## src/rtl/wbt_pkg.sv

```systemverilog
package wbt_pkg;
    localparam int REG_W  = 8;
    localparam int BUS_W  = 32;
    localparam int ADR_W  = 3;
    localparam int NIB_W  = REG_W / 2;
    localparam int MODE_W = 2;
    localparam int MODE_A_LSB = 0;
    localparam int MODE_B_LSB = 4;
    localparam int TRUNC_W    = 5;

    localparam logic [ADR_W-1:0] OFS_CTRL = 3'd0;
    localparam logic [ADR_W-1:0] OFS_MODE = 3'd1;
    localparam logic [ADR_W-1:0] OFS_ALO  = 3'd2;
    localparam logic [ADR_W-1:0] OFS_BLO  = 3'd3;
    localparam logic [ADR_W-1:0] OFS_AHI  = 3'd4;
    localparam logic [ADR_W-1:0] OFS_BHI  = 3'd5;

    typedef enum logic {S_WAIT = 1'b0, S_RESP = 1'b1} bus_state_t;
endpackage

```

## src/rtl/wbt_bus_fsm.sv

```systemverilog
module wbt_bus_fsm
    import wbt_pkg::*;
(
    input  logic             clk,
    input  logic             rst,
    input  logic             cyc,
    input  logic             stb,
    input  logic             we,
    input  logic [REG_W-1:0] rd_byte,
    output logic             wr_en,
    output logic [BUS_W-1:0] dat_o,
    output logic             ack
);
    bus_state_t state_q, state_d;
    logic       accept;

    assign accept = (state_q == S_WAIT) && cyc && stb;

    always_comb begin
        state_d = state_q;
        unique case (state_q)
            S_WAIT: if (accept) state_d = S_RESP;
            S_RESP: state_d = S_WAIT;
        endcase
    end

    always_ff @(posedge clk) begin
        if (rst) state_q <= S_WAIT;
        else     state_q <= state_d;
    end

    always_ff @(posedge clk) begin
        if (rst) begin
            dat_o <= '0;
        end else if (accept && !we) begin
            dat_o <= {{(BUS_W-REG_W){1'b0}}, rd_byte};
        end
    end

    assign wr_en = accept && we;
    assign ack   = (state_q == S_RESP);


    ack_pulse_chk: assert property (@(posedge clk) disable iff (rst)
        ack |=> !ack);

    ack_follow_chk: assert property (@(posedge clk) disable iff (rst)
        (cyc && stb && !ack) |=> ack);
endmodule

```

## src/rtl/wbt_regbank.sv

```systemverilog
module wbt_regbank
    import wbt_pkg::*;
(
    input  logic             clk,
    input  logic             rst,
    input  logic             wr_en,
    input  logic [ADR_W-1:0] wr_adr,
    input  logic [REG_W-1:0] wr_byte,
    input  logic             hw_en,
    input  logic [NIB_W-1:0] hw_val,
    output logic [REG_W-1:0] ctrl_q,
    output logic [REG_W-1:0] mode_q,
    output logic [REG_W-1:0] alo_q,
    output logic [REG_W-1:0] blo_q,
    output logic [REG_W-1:0] ahi_q,
    output logic [REG_W-1:0] bhi_q
);
    logic a_narrow, b_narrow;
    logic [REG_W-1:0] trunc_byte;

    assign a_narrow   = (mode_q[MODE_A_LSB +: MODE_W] == '0);
    assign b_narrow   = (mode_q[MODE_B_LSB +: MODE_W] == '0);
    assign trunc_byte = {{(REG_W-TRUNC_W){1'b0}}, wr_byte[TRUNC_W-1:0]};

    always_ff @(posedge clk) begin
        if (rst) begin
            ctrl_q <= '0;
            mode_q <= '0;
            alo_q  <= '0;
            blo_q  <= '0;
            ahi_q  <= '0;
            bhi_q  <= '0;
        end else begin
            if (hw_en) ctrl_q[NIB_W-1:0] <= hw_val;
            if (wr_en) begin
                unique case (wr_adr)
                    OFS_CTRL: ctrl_q[REG_W-1:NIB_W] <= wr_byte[REG_W-1:NIB_W];
                    OFS_MODE: mode_q <= wr_byte;
                    OFS_ALO:  alo_q  <= a_narrow ? trunc_byte : wr_byte;
                    OFS_BLO:  blo_q  <= b_narrow ? trunc_byte : wr_byte;
                    OFS_AHI:  ahi_q  <= wr_byte;
                    OFS_BHI:  bhi_q  <= wr_byte;
                    default:  ;
                endcase
            end
        end
    end


    ctrl_low_keep_chk: assert property (@(posedge clk) disable iff (rst)
        (wr_en && wr_adr == OFS_CTRL && !hw_en) |=> $stable(ctrl_q[NIB_W-1:0]));

    hw_nibble_chk: assert property (@(posedge clk) disable iff (rst)
        hw_en |=> ctrl_q[NIB_W-1:0] == $past(hw_val));

    a_trunc_chk: assert property (@(posedge clk) disable iff (rst)
        (wr_en && wr_adr == OFS_ALO && a_narrow) |=> alo_q[REG_W-1:TRUNC_W] == '0);

    unmapped_chk: assert property (@(posedge clk) disable iff (rst)
        (wr_en && wr_adr > OFS_BHI && !hw_en) |=>
            ($stable(ctrl_q) && $stable(mode_q) && $stable(alo_q) &&
             $stable(blo_q) && $stable(ahi_q) && $stable(bhi_q)));
endmodule

```

## src/rtl/wbt_rdmux.sv

```systemverilog
module wbt_rdmux
    import wbt_pkg::*;
(
    input  logic [ADR_W-1:0] adr,
    input  logic [REG_W-1:0] ctrl_q,
    input  logic [REG_W-1:0] mode_q,
    input  logic [REG_W-1:0] alo_q,
    input  logic [REG_W-1:0] blo_q,
    input  logic [REG_W-1:0] ahi_q,
    input  logic [REG_W-1:0] bhi_q,
    output logic [REG_W-1:0] rd_byte
);
    always_comb begin
        unique case (adr)
            OFS_CTRL: rd_byte = ctrl_q;
            OFS_MODE: rd_byte = mode_q;
            OFS_ALO:  rd_byte = alo_q;
            OFS_BLO:  rd_byte = blo_q;
            OFS_AHI:  rd_byte = ahi_q;
            OFS_BHI:  rd_byte = bhi_q;
            default:  rd_byte = '0;
        endcase
    end
endmodule

```

## src/rtl/wbt_regif.sv

```systemverilog
module wbt_regif
    import wbt_pkg::*;
(
    input  logic             clk,
    input  logic             rst,
    input  logic             wb_cyc_i,
    input  logic             wb_stb_i,
    input  logic             wb_we_i,
    input  logic [ADR_W-1:0] wb_adr_i,
    input  logic [BUS_W-1:0] wb_dat_i,
    output logic [BUS_W-1:0] wb_dat_o,
    output logic             wb_ack_o,
    input  logic             hw_upd_en,
    input  logic [NIB_W-1:0] hw_upd_val,
    output logic [REG_W-1:0] ctrl_o,
    output logic [REG_W-1:0] mode_o,
    output logic [REG_W-1:0] cnt_a_lo_o,
    output logic [REG_W-1:0] cnt_b_lo_o,
    output logic [REG_W-1:0] cnt_a_hi_o,
    output logic [REG_W-1:0] cnt_b_hi_o
);
    logic             wr_en;
    logic [REG_W-1:0] rd_byte;

    wbt_bus_fsm u_fsm (
        .clk(clk), .rst(rst), .cyc(wb_cyc_i), .stb(wb_stb_i), .we(wb_we_i),
        .rd_byte(rd_byte), .wr_en(wr_en), .dat_o(wb_dat_o), .ack(wb_ack_o)
    );

    wbt_regbank u_bank (
        .clk(clk), .rst(rst), .wr_en(wr_en), .wr_adr(wb_adr_i),
        .wr_byte(wb_dat_i[REG_W-1:0]), .hw_en(hw_upd_en), .hw_val(hw_upd_val),
        .ctrl_q(ctrl_o), .mode_q(mode_o), .alo_q(cnt_a_lo_o), .blo_q(cnt_b_lo_o),
        .ahi_q(cnt_a_hi_o), .bhi_q(cnt_b_hi_o)
    );

    wbt_rdmux u_rd (
        .adr(wb_adr_i), .ctrl_q(ctrl_o), .mode_q(mode_o), .alo_q(cnt_a_lo_o),
        .blo_q(cnt_b_lo_o), .ahi_q(cnt_a_hi_o), .bhi_q(cnt_b_hi_o), .rd_byte(rd_byte)
    );


    rst_ack_chk: assert property (@(posedge clk) rst |=> !wb_ack_o);
endmodule

```

## config.mk

```make
export PLATFORM = sky130hd
export DESIGN_NAME = wbt_regif
export DESIGN_NICKNAME = d
export VERILOG_FILES = /design/src/rtl/wbt_pkg.sv /design/src/rtl/wbt_bus_fsm.sv /design/src/rtl/wbt_regbank.sv /design/src/rtl/wbt_rdmux.sv /design/src/rtl/wbt_regif.sv
export SDC_FILE = /design/constraint.sdc
export NUM_CORES = 1
export LEC_CHECK = 0
export ABC_AREA = 1
export BUFFER_PORTS_ARGS = -buffer_cell sky130_fd_sc_hd__clkbuf_2
export CAP_MARGIN = 15
export CORE_UTILIZATION = 43
export DETAILED_ROUTE_END_ITERATION = 6
export GPL_TIMING_DRIVEN = 0
export PLACE_DENSITY = 0.77
export SLEW_MARGIN = 20
export SYNTH_ARGS = -nofsm -noshare
export SYNTH_HDL_FRONTEND = slang
export SYNTH_SLANG_ARGS = --single-unit
```

## constraint.sdc

```tcl
create_clock -name clk -period 1.1 [get_ports clk]
set_input_delay 0.055 -clock clk [delete_from_list [all_inputs] [get_ports clk]]
set_output_delay 0.055 -clock clk [all_outputs]
set_load 0.005 [all_outputs]
```

After elaboration in Yosys (flattened, before gate mapping)
Cells that the tools add are included.
{"block": "classes", "reduce_logical": 14, "n_eq_ne": 5, "mux": 5, "bitwise": 1}
{"operator": "one-hot mux 8 bit (6 select lines)", "n": 1}
{"operator": "2-to-1 mux 8 bit", "n": 2}
{"operator": "AND reduction 2 bit", "n": 6}
{"operator": "equality test 3 x 2 -> 1 bit (second input constant)", "n": 2}
{"operator": "equality test 3 bit (second input constant)", "n": 2}
{"operator": "logical AND 1 bit", "n": 4}
{"operator": "logical NOT 2 bit", "n": 2}
{"operator": "equality test 3 x 1 -> 1 bit (second input constant)", "n": 1}
{"operator": "logical NOT 3 bit", "n": 1}
{"operator": "one-hot mux 1 bit (2 select lines)", "n": 1}
{"operator": "logical NOT 1 bit", "n": 1}
{"operator": "2-to-1 mux 1 bit", "n": 1}
{"operator": "NOT 1 bit", "n": 1}
{"block": "word_totals", "in_bits": 45, "output_inout_bits": 81, "elab_cells": 34, "regBits": 57}

Depth between registers and ports, before layout
{"block": "depth", "word_depth": 5, "mapped_depth": 9, "mapped_depth_nobuf": 8}

By module
A second synthesis with hierarchy kept.
{"block": "hier_totals", "cells_unflattened": 481, "area_unflattened_um2": 3076.7}
{"module": "wbt_regbank", "seq_area_each_um2": 960.9, "area_per_inst_um2": 1949.4, "instances": 1, "cells_each": 291}
{"module": "wbt_bus_fsm", "seq_area_each_um2": 180.2, "area_per_inst_um2": 579.3, "instances": 1, "cells_each": 83}
{"module": "wbt_rdmux", "seq_area_each_um2": 0.0, "area_per_inst_um2": 548.0, "instances": 1, "cells_each": 107}

Least setup slack after synthesis
Ideal clock, no wire load.
{"block": "synth_path", "path_kind": "register -> register", "start": "register u_fsm.state_q (netlist: u_fsm.ack)", "end": "register u_bank.mode_q[0]", "t_arrival_ns": 1.001, "setup_ns": 0.116, "required_ns": 0.984, "synth_period_minus_slack_ns": 1.117, "slack_ns": -0.017, "stages_incl_launch_ff": 7, "path_buffers": 0, "path_cell_list": "dfxtp_1 inv_1 nand3_2 nor2_8 nand2_2 o21ai_0 nor2_1"}
{"block": "synth_via", "elab_chain_cells": 5}
{"element": "from (decl)", "line": "wbt_bus_fsm.sv:14", "source": "bus_state_t state_q, state_d;"}
{"element": "from (signal assigned)", "line": "wbt_bus_fsm.sv:29", "source": "else state_q <= state_d;"}
{"element": "NOT 1 bit", "line": "wbt_bus_fsm.sv:17", "source": "assign accept = (state_q == S_WAIT) && cyc && stb;"}
{"element": "logical AND 1 bit (2 in a row)", "line": "wbt_bus_fsm.sv:17"}
{"element": "logical AND 1 bit", "line": "wbt_bus_fsm.sv:40", "source": "assign wr_en = accept && we;"}
{"element": "AND reduction 2 bit (no source line)"}
{"element": "to (signal assigned)", "line": "wbt_regbank.sv:38", "source": "OFS_MODE: mode_q <= wr_byte;"}
{"element": "to (decl)", "line": "wbt_regbank.sv:12", "source": "output logic [REG_W-1:0] mode_q,"}
Every way passes these cells.
A chain may end at the register's enable or synchronous reset.

Final worst setup path
{"block": "layout_path", "start": "register u_fsm.state_q (netlist: u_fsm.ack)", "end": "register u_bank.alo_q[7]"}
{"block": "layout_via", "elab_chain_cells": 5}
{"element": "NOT 1 bit", "line": "wbt_bus_fsm.sv:17"}
{"element": "logical AND 1 bit (2 in a row)", "line": "wbt_bus_fsm.sv:17"}
{"element": "logical AND 1 bit", "line": "wbt_bus_fsm.sv:40"}
{"element": "AND reduction 2 bit (no source line)"}
{"element": "to (signal assigned)", "line": "wbt_regbank.sv:39", "source": "OFS_ALO: alo_q <= a_narrow ? trunc_byte : wr_byte;"}
{"element": "to (decl)", "line": "wbt_regbank.sv:13", "source": "output logic [REG_W-1:0] alo_q,"}
Every way passes these cells.

==> impl_metrics.tcl <==
set metrics [dict create \
    status "finished with violations" \
    violations "hold timing, setup timing" \
    post-route-period-util_pct 111 \
    worstHoldPathCells 2 \
    yosysUniqueCellTypes 26 \
    drv_cap 0 \
    antenna_found_initial 0 \
    drtIter0Drc 251 \
    required_ns 1.34 \
    grt-ovfl-total 0 \
    wire_per_inst_um 15.1 \
    grt_pass1_vias 2859 \
    first_pass_iters 5 \
    yosysSeqAreaShare_pct 40.1 \
    regArea_mm2 0.00114 \
    cts_tree "built" \
    layout-drive-gt1-share_pct 35.8 \
    clkPwrFrac_pct 38.9 \
    slew_headroom_pct 54.1 \
    crit_path_end_kind "register" \
    power_frac_comb_pct 13.6 \
    cts_buffer_depth 2 \
    core_mm2 0.00635 \
    slew_viol_final 0 \
    syn_to_final_growth_pct 37.6 \
    final_cells 605 \
    irDropWorstVdd_mv 0.668 \
    place.gp.congestion 0.948 \
    clk_latency_ns 0.34 \
    cts_made_buffers 9 \
    grt_pass1_wl_mm 14.1 \
    swShare_pct 27.3 \
    grtUsageTotal_pct 26.5 \
    finalSetupViolations 48 \
    min_period_ns 1.22 \
    critPathMaxFanout 8 \
    htreeDepth 3 \
    r2r_cells 9 \
    dp_cells 573 \
    die_x_um 83.3 \
    cts.clk_slew.worst_paths_ns 0.06 \
    avgViaCountPerCell 5.21 \
    p_per_area_mw_per_mm2 1160 \
    portBuffers 75 \
    seq_power_share_pct 47.5 \
    p_int_mw 3.29 \
    fillers 587 \
    p_leak_nw 1.93 \
    ys_ff_latch 57 \
    arrival_ns 1.46 \
    initial_utilization_pct 44.8 \
    cts.sinks 57 \
    synth_cells 398 \
    root_buffer "clkbuf_8" \
    die_area_mm2 0.00694 \
    skew_ns 0.00939 \
    routed_wirelength_mm 9.15 \
    rsz0062_at_grt "yes" \
    vias 3153 \
    ant_nets 0 \
    num_rows 29 \
    drc_errors 0 \
    boundaryPins 126 \
    start_kind "register" \
    diodes 0 \
    min_path_type "in -> reg" \
    timing.hold.ws_ns -0.100 \
    multi_input_area_mm2 0.00159 \
    die_h_um 83.3 \
    worst_slack_ns -0.122 \
    tightest_slew_ns 0.688 \
    hold_viol_final 2 \
    switchingPower_mw 1.23 \
    synth_area_mm2 0.00284 \
    grt_max_degree 11 \
    synth_area_per_cell_um2 7.15 \
    path_class "reg -> reg" \
    nNetsFinal 568 \
    hold_buffers 4 \
    max_clock_freq_ghz 0.819 \
    tns_ns -3.22 \
    dpl.hpwl_mm 6.41 \
    yosysWarnings 0 \
]
[logic make-up (layout without fill, tap and decap cells)]
kind of cell,Yosys count,in the layout,synth area share [%]
buffers and inverters,60,164,13.1
flip-flops,57,57,40.1
other,1,24,0.132
AND/OR/NAND/NOR,217,220,35.6
AO/OA/AOI/OAI,63,63,11.1
[cell usage after synthesis (all sizes together)]
cell type	count	area (µm²)
dfxtp	57	1140
nand3	20	118
nand4	31	194
nand2	46	195
nor3	1	10.0
buf	36	273
a21oi	9	45.0
clkbuf	5	18.8
nor2	118	489
conb	1	3.75
o21ai	54	270
or2	1	6.26
clkinv	2	13.8
inv	17	66.3
[what timing repair did]
item,in CTS,in global routing
setup endpoints to repair,51,52
gates resized for setup,37,42
gates cloned,4,0
buffers inserted,5,3
pin swaps,7,15
hold endpoints to repair,6,2
[worst paths after layout]
kind,start,end,slack (ns)
worst max register to register,u_fsm.ack,u_bank.alo_q[7],-0.12
worst min register to register,u_bank.alo_q[6],u_bank.alo_q[6],0.51
worst max-delay path,u_fsm.ack,u_bank.alo_q[7],-0.12
worst min-delay path,rst,u_fsm.ack,-0.10
[layer usage]
layer	GRT usage, %	wire (µm)	up-vias
met5	0	0	-
met4	15.2	337	0
met3	8.55	883	31
met2	41.3	4280	171
met1	32.0	3640	1414
li1	-	-	1537
[through the flow]
step                utilization [%]  worst slack [ns]  area, µm²  power (mW)
floorplan                         -          -0.00850       2940        2.51
global placement               53.7            -0.164       3410        2.69
detailed placement             53.7            -0.194       3410        2.70
CTS                            59.3           -0.0994       3760        4.47
global route                   61.6            -0.186       3910        4.67
finish                         61.6            -0.122       3910        4.52
[final cells by class]
type,instances,area share [%]
Buffer,41,7.45
Multi-Input combinational cell,307,40.7
Tap cell,77,2.46
Timing Repair inverter,1,0.224
Sequential cell,57,29.2
Clock inverter,3,0.384
Clock buffer,13,4.06
Timing Repair Buffer,87,12.8
Inverter,19,2.78
[sequential cells by signal, indices dropped and copies added (netlist names)]
name and count:
u_fsm.dat_o 8, u_bank.ahi_q 8, u_bank.mode_q 8, u_fsm.ack 1, u_bank.ctrl_q 8, u_bank.blo_q 8, u_bank.bhi_q 8, u_bank.alo_q 8
[worst max-delay path, cell delays in order (launching register included)]
cell      delay, ns
dfxtp_2        0.33
inv_2          0.06
nand3_4        0.11
nor2_8         0.11
buf_12         0.17
nand2_8        0.10
clkinv_8       0.07
nand2_1        0.05
nand2_1        0.06
nor2_1         0.04
[power groups by stage]
stage	Clock [mW]	Sequential (mW)	Combinational, mW
floorplan	0	2.19	0.328
global placement	0	2.19	0.499
detailed placement	0	2.19	0.508
CTS	1.76	2.15	0.560
global route	1.85	2.15	0.668
finish	1.76	2.15	0.613
[placed cells by master, fill, tap and decap left out, types with 4 or more instances in the layout]
master | netlist | final
a21oi_2 | 0 | 6
buf_2 | 5 | 5
buf_4 | 27 | 31
buf_6 | 4 | 7
clkbuf_1 | 5 | 7
clkbuf_2 | 0 | 75
clkbuf_8 | 0 | 11
conb_1 | 1 | 24
dfxtp_1 | 57 | 56
dlygate4sd3_1 | 0 | 4
inv_1 | 9 | 6
inv_2 | 7 | 7
nand2_1 | 41 | 39
nand2_4 | 2 | 5
nand3_1 | 18 | 18
nand4_1 | 31 | 31
nor2_1 | 113 | 106
nor2_4 | 4 | 12
o21ai_0 | 45 | 19
o21ai_1 | 9 | 26
o21ai_2 | 0 | 9
No activity file was read; power rests on OpenSTA's default activity.
